**src/rtl/etc_pkg.sv**
```systemverilog
package etc_pkg;

    localparam int NUM_CLASS = 3;

    // Class index also fixes the register offset relative to the base.
    typedef enum logic [1:0] {
        CLS_CORR   = 2'd0,
        CLS_UNCORR = 2'd1,
        CLS_DPATH  = 2'd2
    } err_class_e;

    typedef enum logic {
        SLOT_OPEN = 1'b0,
        SLOT_HELD = 1'b1
    } slot_state_e;

endpackage

```
**src/rtl/etc_classify.sv**
```systemverilog
module etc_classify
    import etc_pkg::*;
(
    input  logic                 evt_vld,
    input  logic                 flag_corr,
    input  logic                 flag_uncorr,
    input  logic                 flag_dpath,
    output logic [NUM_CLASS-1:0] class_hit
);

    always_comb begin
        class_hit = '0;
        if (evt_vld) begin
            // Double-bit dominates, then corrected, then data-path.
            class_hit[CLS_UNCORR] = flag_uncorr;
            class_hit[CLS_CORR]   = flag_corr && !flag_uncorr;
            class_hit[CLS_DPATH]  = flag_dpath && !flag_corr && !flag_uncorr;
        end
    end


    always_comb begin
        class_single_chk: assert ($onehot0(class_hit));
    end

endmodule

```
**src/rtl/etc_slot.sv**
```systemverilog
module etc_slot
    import etc_pkg::*;
#(
    parameter int TID_W = 6
) (
    input  logic             clk,
    input  logic             rst_n,
    input  logic             cap_req,
    input  logic [TID_W-1:0] cap_tid,
    input  logic             wr_sel,
    input  logic             wr_dis,
    input  logic             wr_clr,
    output logic [TID_W+1:0] word
);

    slot_state_e      state_q, state_d;
    logic [TID_W-1:0] tid_q, tid_d;
    logic             dis_q;
    logic             take_id;

    // State register (sticky: cold reset only)
    always_ff @(posedge clk or negedge rst_n) begin
        if (!rst_n) begin
            state_q <= SLOT_OPEN;
            tid_q   <= '0;
            dis_q   <= 1'b0;
        end else begin
            state_q <= state_d;
            tid_q   <= tid_d;
            if (wr_sel) begin
                dis_q <= wr_dis;
            end
        end
    end

    // Next state: capture / release / hold / idle
    always_comb begin
        state_d = state_q;
        unique case (state_q)
            SLOT_OPEN: begin
                if (wr_clr) begin
                    state_d = SLOT_OPEN;
                end else if (cap_req && !dis_q) begin
                    state_d = SLOT_HELD;
                end
            end
            SLOT_HELD: begin
                if (wr_clr) begin
                    state_d = SLOT_OPEN;
                end
            end
            default: state_d = SLOT_OPEN;
        endcase
    end

    always_comb begin
        take_id = (state_q == SLOT_OPEN) && (state_d == SLOT_HELD);
        if (wr_clr) begin
            tid_d = '0;
        end else if (take_id) begin
            tid_d = cap_tid;
        end else begin
            tid_d = tid_q;
        end
    end

    // Outputs
    always_comb begin
        word = {dis_q, (state_q == SLOT_HELD), tid_q};
    end


    capture_load_chk: assert property (@(posedge clk) disable iff (!rst_n)
        (state_q == SLOT_OPEN && !dis_q && cap_req && !wr_clr)
        |=> (state_q == SLOT_HELD && tid_q == $past(cap_tid)));


    held_locked_chk: assert property (@(posedge clk) disable iff (!rst_n)
        (state_q == SLOT_HELD && !wr_clr)
        |=> (state_q == SLOT_HELD && $stable(tid_q)));


    release_clear_chk: assert property (@(posedge clk) disable iff (!rst_n)
        wr_clr |=> (state_q == SLOT_OPEN && tid_q == '0));


    disable_block_chk: assert property (@(posedge clk) disable iff (!rst_n)
        (state_q == SLOT_OPEN && dis_q) |=> (state_q == SLOT_OPEN));


    disable_write_chk: assert property (@(posedge clk) disable iff (!rst_n)
        wr_sel |=> (dis_q == $past(wr_dis)));

endmodule

```
**src/rtl/etc_regmux.sv**
```systemverilog
module etc_regmux
    import etc_pkg::*;
#(
    parameter int ADDR_W    = 8,
    parameter int DATA_W    = 8,
    parameter int BASE_ADDR = 'h80
) (
    input  logic                              wr_en,
    input  logic [ADDR_W-1:0]                 addr,
    input  logic [1:0]                        wctl,
    input  logic [NUM_CLASS-1:0][DATA_W-1:0]  rd_words,
    output logic [NUM_CLASS-1:0]              wr_sel,
    output logic [NUM_CLASS-1:0]              wr_clr,
    output logic                              wr_dis,
    output logic [DATA_W-1:0]                 rdata
);

    assign wr_dis = wctl[1];

    for (genvar g = 0; g < NUM_CLASS; g++) begin : g_dec
        assign wr_sel[g] = wr_en && (addr == ADDR_W'(BASE_ADDR + g));
        assign wr_clr[g] = wr_sel[g] && wctl[0];
    end

    always_comb begin
        rdata = '0;
        for (int i = 0; i < NUM_CLASS; i++) begin
            if (addr == ADDR_W'(BASE_ADDR + i)) begin
                rdata = rd_words[i];
            end
        end
    end


    always_comb begin
        wr_onehot_chk: assert ($onehot0(wr_sel));
    end

endmodule

```
**src/rtl/err_tid_capture.sv**
```systemverilog
module err_tid_capture
    import etc_pkg::*;
#(
    parameter int TID_W     = 6,
    parameter int ADDR_W    = 8,
    parameter int BASE_ADDR = 'h80
) (
    input  logic                clk,
    input  logic                cold_rst_n,
    input  logic                warm_rst_n,
    input  logic                rtr_vld,
    input  logic [TID_W-1:0]    rtr_tid,
    input  logic                rtr_corr,
    input  logic                rtr_uncorr,
    input  logic                rtr_data_err,
    input  logic                cfg_wr,
    input  logic [ADDR_W-1:0]   cfg_addr,
    input  logic [TID_W+1:0]    cfg_wdata,
    output logic [TID_W+1:0]    cfg_rdata
);

    localparam int DATA_W = TID_W + 2;

    logic                             evt_live;
    logic                             wr_live;
    logic [NUM_CLASS-1:0]             class_hit;
    logic [NUM_CLASS-1:0]             wr_sel;
    logic [NUM_CLASS-1:0]             wr_clr;
    logic                             wr_dis;
    logic [NUM_CLASS-1:0][DATA_W-1:0] words;
    logic                             unused_wdata_bits;

    // Warm reset freezes the sticky state by blocking every update path.
    assign evt_live          = rtr_vld && warm_rst_n;
    assign wr_live           = cfg_wr && warm_rst_n;
    assign unused_wdata_bits = ^cfg_wdata[TID_W-1:0];

    etc_classify u_classify (
        .evt_vld     (evt_live),
        .flag_corr   (rtr_corr),
        .flag_uncorr (rtr_uncorr),
        .flag_dpath  (rtr_data_err),
        .class_hit   (class_hit)
    );

    etc_regmux #(
        .ADDR_W    (ADDR_W),
        .DATA_W    (DATA_W),
        .BASE_ADDR (BASE_ADDR)
    ) u_regmux (
        .wr_en    (wr_live),
        .addr     (cfg_addr),
        .wctl     (cfg_wdata[DATA_W-1 -: 2]),
        .rd_words (words),
        .wr_sel   (wr_sel),
        .wr_clr   (wr_clr),
        .wr_dis   (wr_dis),
        .rdata    (cfg_rdata)
    );

    for (genvar g = 0; g < NUM_CLASS; g++) begin : g_slot
        etc_slot #(
            .TID_W (TID_W)
        ) u_slot (
            .clk     (clk),
            .rst_n   (cold_rst_n),
            .cap_req (class_hit[g]),
            .cap_tid (rtr_tid),
            .wr_sel  (wr_sel[g]),
            .wr_dis  (wr_dis),
            .wr_clr  (wr_clr[g]),
            .word    (words[g])
        );
    end


    warm_freeze_chk: assert property (@(posedge clk) disable iff (!cold_rst_n)
        !warm_rst_n |=> $stable(words));

endmodule

```
**config.mk**
```make
export PLATFORM = sky130hd
export DESIGN_NAME = err_tid_capture
export DESIGN_NICKNAME = d
export VERILOG_FILES = /design/src/rtl/etc_pkg.sv /design/src/rtl/etc_classify.sv /design/src/rtl/etc_slot.sv /design/src/rtl/etc_regmux.sv /design/src/rtl/err_tid_capture.sv
export SDC_FILE = /design/constraint.sdc
export NUM_CORES = 1
export LEC_CHECK = 0
export ABC_CLOCK_PERIOD_IN_PS = 1500
export BUFFER_PORTS_ARGS = -buffer_cell sky130_fd_sc_hd__buf_2
export CORE_MARGIN = 4
export CORE_UTILIZATION = 51
export DETAILED_ROUTE_END_ITERATION = 16
export GPL_ROUTABILITY_DRIVEN = 0
export PLACE_DENSITY = 0.77
export SETUP_SLACK_MARGIN = 0.02
export SYNTH_ARGS = -nofsm -noshare
export SYNTH_HDL_FRONTEND = slang
export SYNTH_SLANG_ARGS = --single-unit
```
**constraint.sdc**
```tcl
create_clock -name clk -period 1.5 [get_ports clk]
set_input_delay 0 -clock clk [delete_from_list [all_inputs] [get_ports clk]]
set_output_delay 0 -clock clk [all_outputs]
set_load 0.01 [all_outputs]
```
# After elaboration in Yosys (flattened, before gate mapping)

Index checks and enable logic that the tools add are counted.

Eq/ne operators: 3
Multiplexer cells: 22
Bitwise operators: 3
Reductions and logical operators: 25

Operator list:

| cell               | number |
|---|---|
| $mux 6             | 6 |
| $eq 8x8->1 const B | 3 |
| $mux 8             | 3 |
| $logic_and 1x1->1  | 17 |
| $mux 1             | 9 |
| $pmux 1 s2         | 3 |
| $reduce_bool 2->1  | 3 |
| $logic_not 1->1    | 5 |
| $mux 3             | 1 |
| $not 1->1          | 3 |

Bits in registers: 24
Input port bits: 30
Word-level logic and storage cells: 62

# Depth between registers and ports, before layout

Gate-level depths: netlist (run 1).

Depth after elaboration: 11
Mapped depth: 5
Gate-level depth less buffers: 3

# By module

From an unflattened synthesis (run 1), not the netlist that was laid out.

Cell total of the unflattened synthesis: 158
Area, all modules: 1,587.8 um2

Modules (own cells, without submodules):

| module          | times used | cells each | area each (um2) | seq. area each (um2) |
|---|---|---|---|---|
| etc_slot        | 3          | 34         | 399.1           | 200.2 |
| etc_regmux      | 1          | 51         | 347.8           | 0.0 |
| etc_classify    | 1          | 3          | 30.0            | 0.0 |
| err_tid_capture | 1          | 2          | 12.5            | 0.0 |

# Worst setup path before layout (run 1)

Ideal clock, no wire load.

Path kind: register to register
Start point: reg g_slot[2].u_slot.state_q
End point: reg g_slot[2].u_slot.tid_q[3]
Library setup time: 0.123 ns
Arrival: 1.164 ns
Path slack: 0.213 ns
Cell stages (with the launch flop): 4
Period minus slack after synthesis: 1.287 ns
Path through: dfrtp_1 or4b_4 o21ai_0 a21oi_1

Cells in the longest elaborated chain, start to end: 4

Ends and longest elaborated chain:

| element                                | RTL line                       | text |
|---|---|---|
| start, declared                        | etc_slot.sv:16                 | `slot_state_e state_q, state_d;` |
| start signal, assigned                 | etc_slot.sv:28                 | `state_q <= state_d;` |
| $not 1->1                              | etc_slot.sv:39, etc_slot.sv:57 |  |
| $pmux 1 s2                             | etc_slot.sv:39                 | `unique case (state_q)` |
| $logic_and 1x1->1 (*)                  | etc_slot.sv:57                 | `take_id = (state_q == SLOT_OPEN) && (state_d == SLOT_HELD);` |
| $reduce_bool 2->1 (no source line) (*) | -                              |  |
| end signal, assigned                   | etc_slot.sv:29                 | `tid_q <= tid_d;` |
| end, declared                          | etc_slot.sv:17                 | `logic [TID_W-1:0] tid_q, tid_d;` |

Mark *: on every way between the ends. The rest lies on a longest branch, timed or not.
A chain may end at the register's enable or synchronous reset.

# Worst setup path in the final report (run 1)

Start point: reg g_slot[2].u_slot.state_q
End point: reg g_slot[2].u_slot.tid_q[0]

The elaborated chain is that of the path after synthesis.

==> metrics.md, run 1 <==
| Metric | Value |
|---|---|
| Status | finished clean |
| Syn avg cell area | 9.140 um2 |
| Total nets after synthesis | 181 |
| Final Hold Fails | 0 |
| H-tree Lvls | 1 |
| I/O Buffers | 31 |
| Gate Count Post-Synth | 151 |
| Max_cap viols | 0 |
| Post-synthesis sequential area ratio | 43.52% |
| Vias in the first global route | 1285 |
| Clk_lat worst skew | 0.31 ns |
| Synth Area in Compound Gates | 17.77% |
| Die width | 60.02 um |
| Pwr dens | 932.7 nW/um2 |
| CORE AREA | 2522 um2 |
| Critical path startpoint category | flop |
| Total power | 0.001574 W |
| Die Height | 60.02 um |
| Crit path DAT | 1.62 ns |
| Largest cells by area after synthesis | dfrtp_1, a21oi_1, nand3_1, o21ai_0, mux2i_1 |
| Crit Path Max Fanout | 6 |
| Unrepaired setup endpoints after global routing | false |
| Setup Crit Path Kind | flop to flop |
| Max transition margin | 63.20% |
| Max clock buf depth | 2 |
| Antenna violations before repair | 0 |
| Initial Utilization | 54.71% |
| Final instance area | 1688 um2 |
| Layout Nets | 219 |
| Synth warn | 0 |
| Final Critical Period | 1.403 ns |
| Root Driver | clkbuf_4 |
| Syn-to-layout area delta | 22.30% |
| CP endpoint kind | flop |
| First-pass iteration count of the detailed router | 4 |
| DRC Markers | 0 |
| Fraction of layout cells with a size suffix above 1 | 27.13% |
| Synth Area in XOR/XNOR | 0% |
| Tot GR Track Use | 21.30% |
| Remaining Overflow, GRT | 0 |
| Row count | 18 |
| # diodes | 0 |
| #FFs+latches synth | 24 |
| Synth cell types | 31 |
| DR vias | 1309 |
| CTS sink cnt | 24 |
| Largest net degree at the start of global routing | 25 |
| Final setup TNS | 0 ns |
| Max Freq | 712.7 MHz |
| Largest family of logic cells by synthesized area | simple AND/OR/NAND/NOR gates |
| Worst slew pin tran | 0.5520 ns |
| 1st-iter DRT viols | 63 |
| Post-synthesis mux area share | 8.250% |
| Share of synthesized cell area in and, or, nand and nor gates | 26.29% |
| DIE AREA | 3602 um2 |
| Post-synth top area share | 43.52% |
| DR vias/cell | 6.005 |
| Synth Area in Adders | 0% |
| Worst hold path type | input port to flop |
| WP data required | 1.72 ns |
| Final WL | 3.524 mm |
| WL/cell | 16.17 um |
| Final period utilization | 93.54% |
| Post-DP HPWL | 2.666 mm |
| Worst vdd ir | 0.7189 mV |
| CTS tree | done |
| Final Max Tran Viols | 0 |
| Post-DRT Antenna Nets | 0 |
| Clock skew | 0.003496 ns |
| Clock transition at path regs | 0.14 ns |
| Placement Cell Area | 1538 um2 |
| Setup violations, final | 0 |
| Global-route wire length before repair | 5.871 mm |
| Leakage power | 0.7461 nW |
| Num CTS Buffers | 3 |
| Area leader, netlist | dfrtp_1 |
| Mapped cell area | 1380 um2 |
| Fillers | 210 |
| # IOs | 38 |
## critical path, stage by stage, from the launching register on
cell     delay [ns]
dfrtp_1        0.44
or4b_4         0.59
o21ai_0        0.18
a21oi_1        0.09
## layer usage
layer / track usage (%) / part of all wire (%)
met1: 29.66 / 45
met2: 35.49 / 49
met3: 2.808 / 5.5
met4: 4.114 / 0.62
met5: 0 / 0
## cells in the mapped netlist
cell / instances
a21oi_1: 25
dfrtp_1: 24
nand3_1: 18
o21ai_0: 18
mux2i_1: 8
nand2_1: 7
nor2_1: 7
buf_2: 6
or2_2: 6
and4_2: 3
mux2_1: 3
nand4_1: 3
a2bb2oi_1: 2
a31oi_1: 2
inv_1: 2
nor2b_1: 2
and2_1: 1
and3_1: 1
and3b_1: 1
and4b_1: 1
buf_1: 1
buf_4: 1
clkbuf_1: 1
clkbuf_2: 1
nand3b_1: 1
nand4b_1: 1
nor3b_2: 1
nor4b_2: 1
nor4b_4: 1
or3b_1: 1
or4b_4: 1
## sequential cells by signal, indices dropped and copies added (netlist names)
register / count
g_slot.u_slot.dis_q: 3
g_slot.u_slot.state_q: 3
g_slot.u_slot.tid_q: 18
## cells in the final DEF, fill, tap and decap left out
cell,n
and3b_1,1
inv_1,2
nand3_1,18
dlygate4sd3_1,9
a2bb2oi_1,2
or3b_1,1
nor4b_4,1
nor2b_1,2
o21ai_1,1
bufinv_16,1
mux2i_1,8
o21ai_0,17
nand4_1,3
nand4b_1,1
buf_2,31
and4_2,3
and3_1,1
or2_2,6
nor4b_2,1
a31oi_1,2
nor2_1,7
and2_1,1
a21oi_1,25
dfrtp_1,24
nand2_1,7
and4b_1,1
buf_4,3
or4b_4,1
clkbuf_4,3
nor3b_2,1
mux2_1,3
nand3b_1,1
## where the power goes
part	switching (W)	total [W]	leakage, nW	internal, W
combinational	0.000150	0.000298	0.410	0.000147
sequential	0.0000556	0.000801	0.309	0.000746
clock	0.000205	0.000475	0.0279	0.000270
## stage by stage
step	hold slack (ns)	setup slack (ns)	instances	util (%)
after floorplan	-0.2956	0.2129	151	-
after global placement	0.008610	0.1491	204	60.96
after detailed placement	0.01997	0.1183	204	60.96
after CTS	0.02631	0.09563	217	66.62
after global routing	0.06410	0.02980	218	66.91
final	0.02583	0.09696	218	66.91
## logic make-up after synthesis
family                 count (synthesis)
AND/OR/NAND/NOR                       57
AO/OA/AOI/OAI                         47
flip-flops                            24
buffers and inverters                 12
multiplexers                          11
## layout make-up
cell class / instances / area [um2] / share of cell area, %
clock buffers: 3 / 22.52 / 1.334
repair buffers: 43 / 267.8 / 15.86
multi-input cells: 115 / 721.9 / 42.77
well taps: 30 / 37.54 / 2.224
flip-flops and latches: 24 / 600.6 / 35.58
inverters: 2 / 7.507 / 0.4448
clock inverters: 1 / 30.03 / 1.779
## repair_timing
action / 4_1_cts / 5_1_grt
endpoints found under the hold margin: 46 / 0
endpoints found under the setup margin: 0 / 2
setup buffers: 0 / 1
hold buffers: 9 / 0
resized for setup: 0 / 1
## path summary, 6_finish.rpt
| check | start | end | slack [ns] | depth (start not counted) |
|---|---|---|---|---|
| max in group asynchronous | cold_rst_n | g_slot[0].u_slot.dis_q | 0.96 | 2 |
| min in group asynchronous | cold_rst_n | g_slot[2].u_slot.tid_q[2] | 0.18 | 2 |
| worst max-delay path | g_slot[2].u_slot.state_q | g_slot[2].u_slot.tid_q[0] | 0.1 | 3 |
| worst min-delay path | rtr_corr | g_slot[0].u_slot.state_q | 0.03 | 3 |
| worst max register to register | g_slot[2].u_slot.state_q | g_slot[2].u_slot.tid_q[0] | 0.1 | 3 |
| worst min register to register | g_slot[0].u_slot.tid_q[3] | g_slot[0].u_slot.tid_q[3] | 0.56 | 2 |
(Power assumes the default switching activity.)
==> run 2: changes to the inputs <==
- CORE_MARGIN: 4 -> 2
- HOLD_SLACK_MARGIN: not set -> 0.08
==> run 2 against run 1 <==
Sequential share of layout area decreased by 0.75 points. First-iteration DRC count shrank 49%. Non-clock buffer count rose by 3. Critical path depth unchanged. Via count barely moved. Die area fell by 13%. Cell count up 1.4%. Count of clock-buffer cells in the layout stayed put. Utilization increased by 1.4 points. Hold slack improved by 0.091 ns. Largest power group unchanged. Global-route usage increased by 3.4 points. Fmax is 1.3% lower.
==> metrics.md, run 2 (synthesis gave the netlist of run 1 again) <==
| Metric | Value |
|---|---|
| Multi-input logic area | 725.7 um2 (+0.52%) |
| DRC Markers | 0 (unchanged) |
| DR vias | 1308 (-0.076%) |
| Max transition margin | 62.94% (-0.26 points) |
| Internal Power | 0.001163 W (about the same) |
| Final Max Tran Viols | 0 (unchanged) |
| Syn-to-layout area delta | 24.93% |
| DIE AREA | 3138 um2 (-13%) |
| Die Height | 56.02 um (-6.7%) |
| Max clock buf depth | 2 (unchanged) |
| Final WL | 3.594 mm (+2.0%) |
| Vias in the first global route | 1360 (+5.8%) |
| Clock skew | 0.003416 ns (-0.00008032 ns) |
| Setup WS post-layout | 0.07792 ns (-0.01904 ns) |
| Die width | 56.02 um (-6.7%) |
| CORE AREA | 2522 um2 (unchanged) |
| Fraction of layout cells with a size suffix above 1 | 26.70% (-0.43 points) |
| Global-route wire length before repair | 6.196 mm (+5.5%) |
| Max FFs per register | 18 (unchanged) |
| Tot GR Track Use | 24.72% (+3.4 points) |
| DR vias/cell | 5.919 (-1.4%) |
| Largest net degree at the start of global routing | 25 (unchanged) |
| # IOs | 38 (unchanged) |
| Status | finished clean |
| CTS tree | done |
| Biggest regs | g_slot.u_slot.tid_q (18), g_slot.u_slot.dis_q (3), g_slot.u_slot.state_q (3) |
| Largest register by flop count | g_slot.u_slot.tid_q |
| Unrepaired setup endpoints after global routing | false |
| Post-DP HPWL | 2.562 mm (-3.9%) |
| Initial Utilization | 54.71% (unchanged) |
| Layout Nets | 222 (+1.4%) |
| Post-DRT Antenna Nets | 0 (unchanged) |
| Worst vdd ir | 0.6471 mV (-10%) |
| Final period utilization | 94.81% (+1.3 points) |
| First-pass iteration count of the detailed router | 4 (unchanged) |
| Clk pwr share | 30.9% (+0.7 points) |
| Crit path DAT | 1.66 ns (+0.04 ns) |
| Register share of total power | 50.4% (-0.5 points) |
| Sw power | 0.0004296 W (+4.5%) |
| Row count | 18 (unchanged) |
| Worst slew pin tran | 0.5558 ns (+0.003854 ns) |
| Max_cap viols | 0 (unchanged) |
| CTS sink cnt | 24 (unchanged) |
| Pwr dens | 923.9 nW/um2 (-0.95%) |
| Commonest non-fill, non-tap cells in the layout | buf_2, a21oi_1, dfrtp_1, nand3_1, o21ai_0 |
| Most common cell after layout, fill and taps aside | buf_2 |
| I/O Buffers | 31 (unchanged) |
| H-tree Lvls | 1 (unchanged) |
| Antenna violations before repair | 0 (unchanged) |
| Total power | 0.001593 W (+1.2%) |
| Leakage power | 0.7649 nW (+2.5%) |
| Final Hold Fails | 0 (unchanged) |
| CP endpoint kind | flop |
| Final setup TNS | 0 ns (unchanged) |
| Layout Utilization | 68.35% (+1.4 points) |
| Setup violations, final | 0 (unchanged) |
| Root Driver | clkbuf_4 |
| Remaining Overflow, GRT | 0 (unchanged) |
| WHS | 0.1171 ns (+0.09123 ns) |
| Pre-CTS setup slack | 0.1188 ns (+0.0004580 ns) |
| Num CTS Buffers | 3 (unchanged) |
| Clk_lat worst skew | 0.34 ns (+0.03 ns) |
| Sequential cell area | 600.6 um2 (unchanged) |
| Setup Crit Path Kind | flop to flop |
| Combinational share of power | 18.7% (-0.2 points) |
| Fillers | 219 (+4.3%) |
| Worst hold path type | input port to flop |
| Critical path startpoint category | flop |
| Post-CTS setup buffers | 0 (unchanged) |
| WL/cell | 16.26 um (+0.60%) |
| 1st-iter DRT viols | 32 (-49%) |
| Clock transition at path regs | 0.14 ns (about the same) |
| Max Freq | 703.2 MHz (-1.3%) |
| WP data required | 1.74 ns (+0.02 ns) |
| Final Critical Period | 1.422 ns (+0.01904 ns) |
| Sw Ratio | 26.97% (+0.85 points) |
| # diodes | 0 (unchanged) |
| Crit Path Max Fanout | 6 (unchanged) |
run 2: cell types whose count changed in the layout (fill, tap and decap cells not counted), sizes merged:
| cell | before | now |
|---|---|---|
| buf | 34 | 33 |
| dlygate4sd3 | 9 | 13 |
run 2: per-layer routing:
metal	wire length, um	track usage, %
met1	1575	32.50
met2	1782	41.68
met3	172	3.023
met4	63	8.844
met5	0	0
run 2: final timing paths:
kind                                            from                        end  slack (ns)  depth (start not counted)
setup / recovery            g_slot[2].u_slot.state_q  g_slot[2].u_slot.tid_q[2]        0.08                          3
max in group asynchronous                 cold_rst_n  g_slot[1].u_slot.tid_q[2]        0.97                          2
min in group asynchronous                 cold_rst_n   g_slot[2].u_slot.state_q        0.16                          2
hold reg to reg            g_slot[0].u_slot.tid_q[3]  g_slot[0].u_slot.tid_q[3]        0.55                          2
hold / removal                            rtr_uncorr   g_slot[1].u_slot.state_q        0.12                          3
setup reg to reg            g_slot[2].u_slot.state_q  g_slot[2].u_slot.tid_q[2]        0.08                          3
run 2: cell type report:
| cell class | count | area share [%] |
|---|---|---|
| Clock inverter | 1 | 1.742 |
| Multi-Input combinational cell | 115 | 42.09 |
| Clock buffer | 3 | 1.306 |
| Inverter | 2 | 0.4354 |
| Timing Repair Buffer | 46 | 17.42 |
| Tap cell | 30 | 2.177 |
| Sequential cell | 24 | 34.83 |
run 2: stage by stage:
stage                     cells  cell area [um2]
after floorplan             151             1380
after global placement      204             1538
after detailed placement    204             1538
final                       221             1724
after global routing        221             1724
after CTS                   221             1720
run 2: critical path, cell delays in order, from the launching register on:
cell and delay [ns]:
dfrtp_1 0.45, or4b_4 0.59, o21ai_0 0.19, a21oi_1 0.09
run 2: timing repair:
action	4_1_cts	5_1_grt
hold endpoints to repair	47	0
hold buffers	13	0
setup endpoints to repair	0	1
resized for setup	0	1
run 2: power groups by stage:
stage / Clock (W) / Combinational, W / Sequential, W
finish: 0.000493 / 0.000298 / 0.000802
global route: 0.000512 / 0.000336 / 0.000816
CTS: 0.000494 / 0.000294 / 0.000801
detailed placement: 0 / 0.000267 / 0.000815
global placement: 0 / 0.000254 / 0.000808
floorplan: 0 / 0.000179 / 0.000797
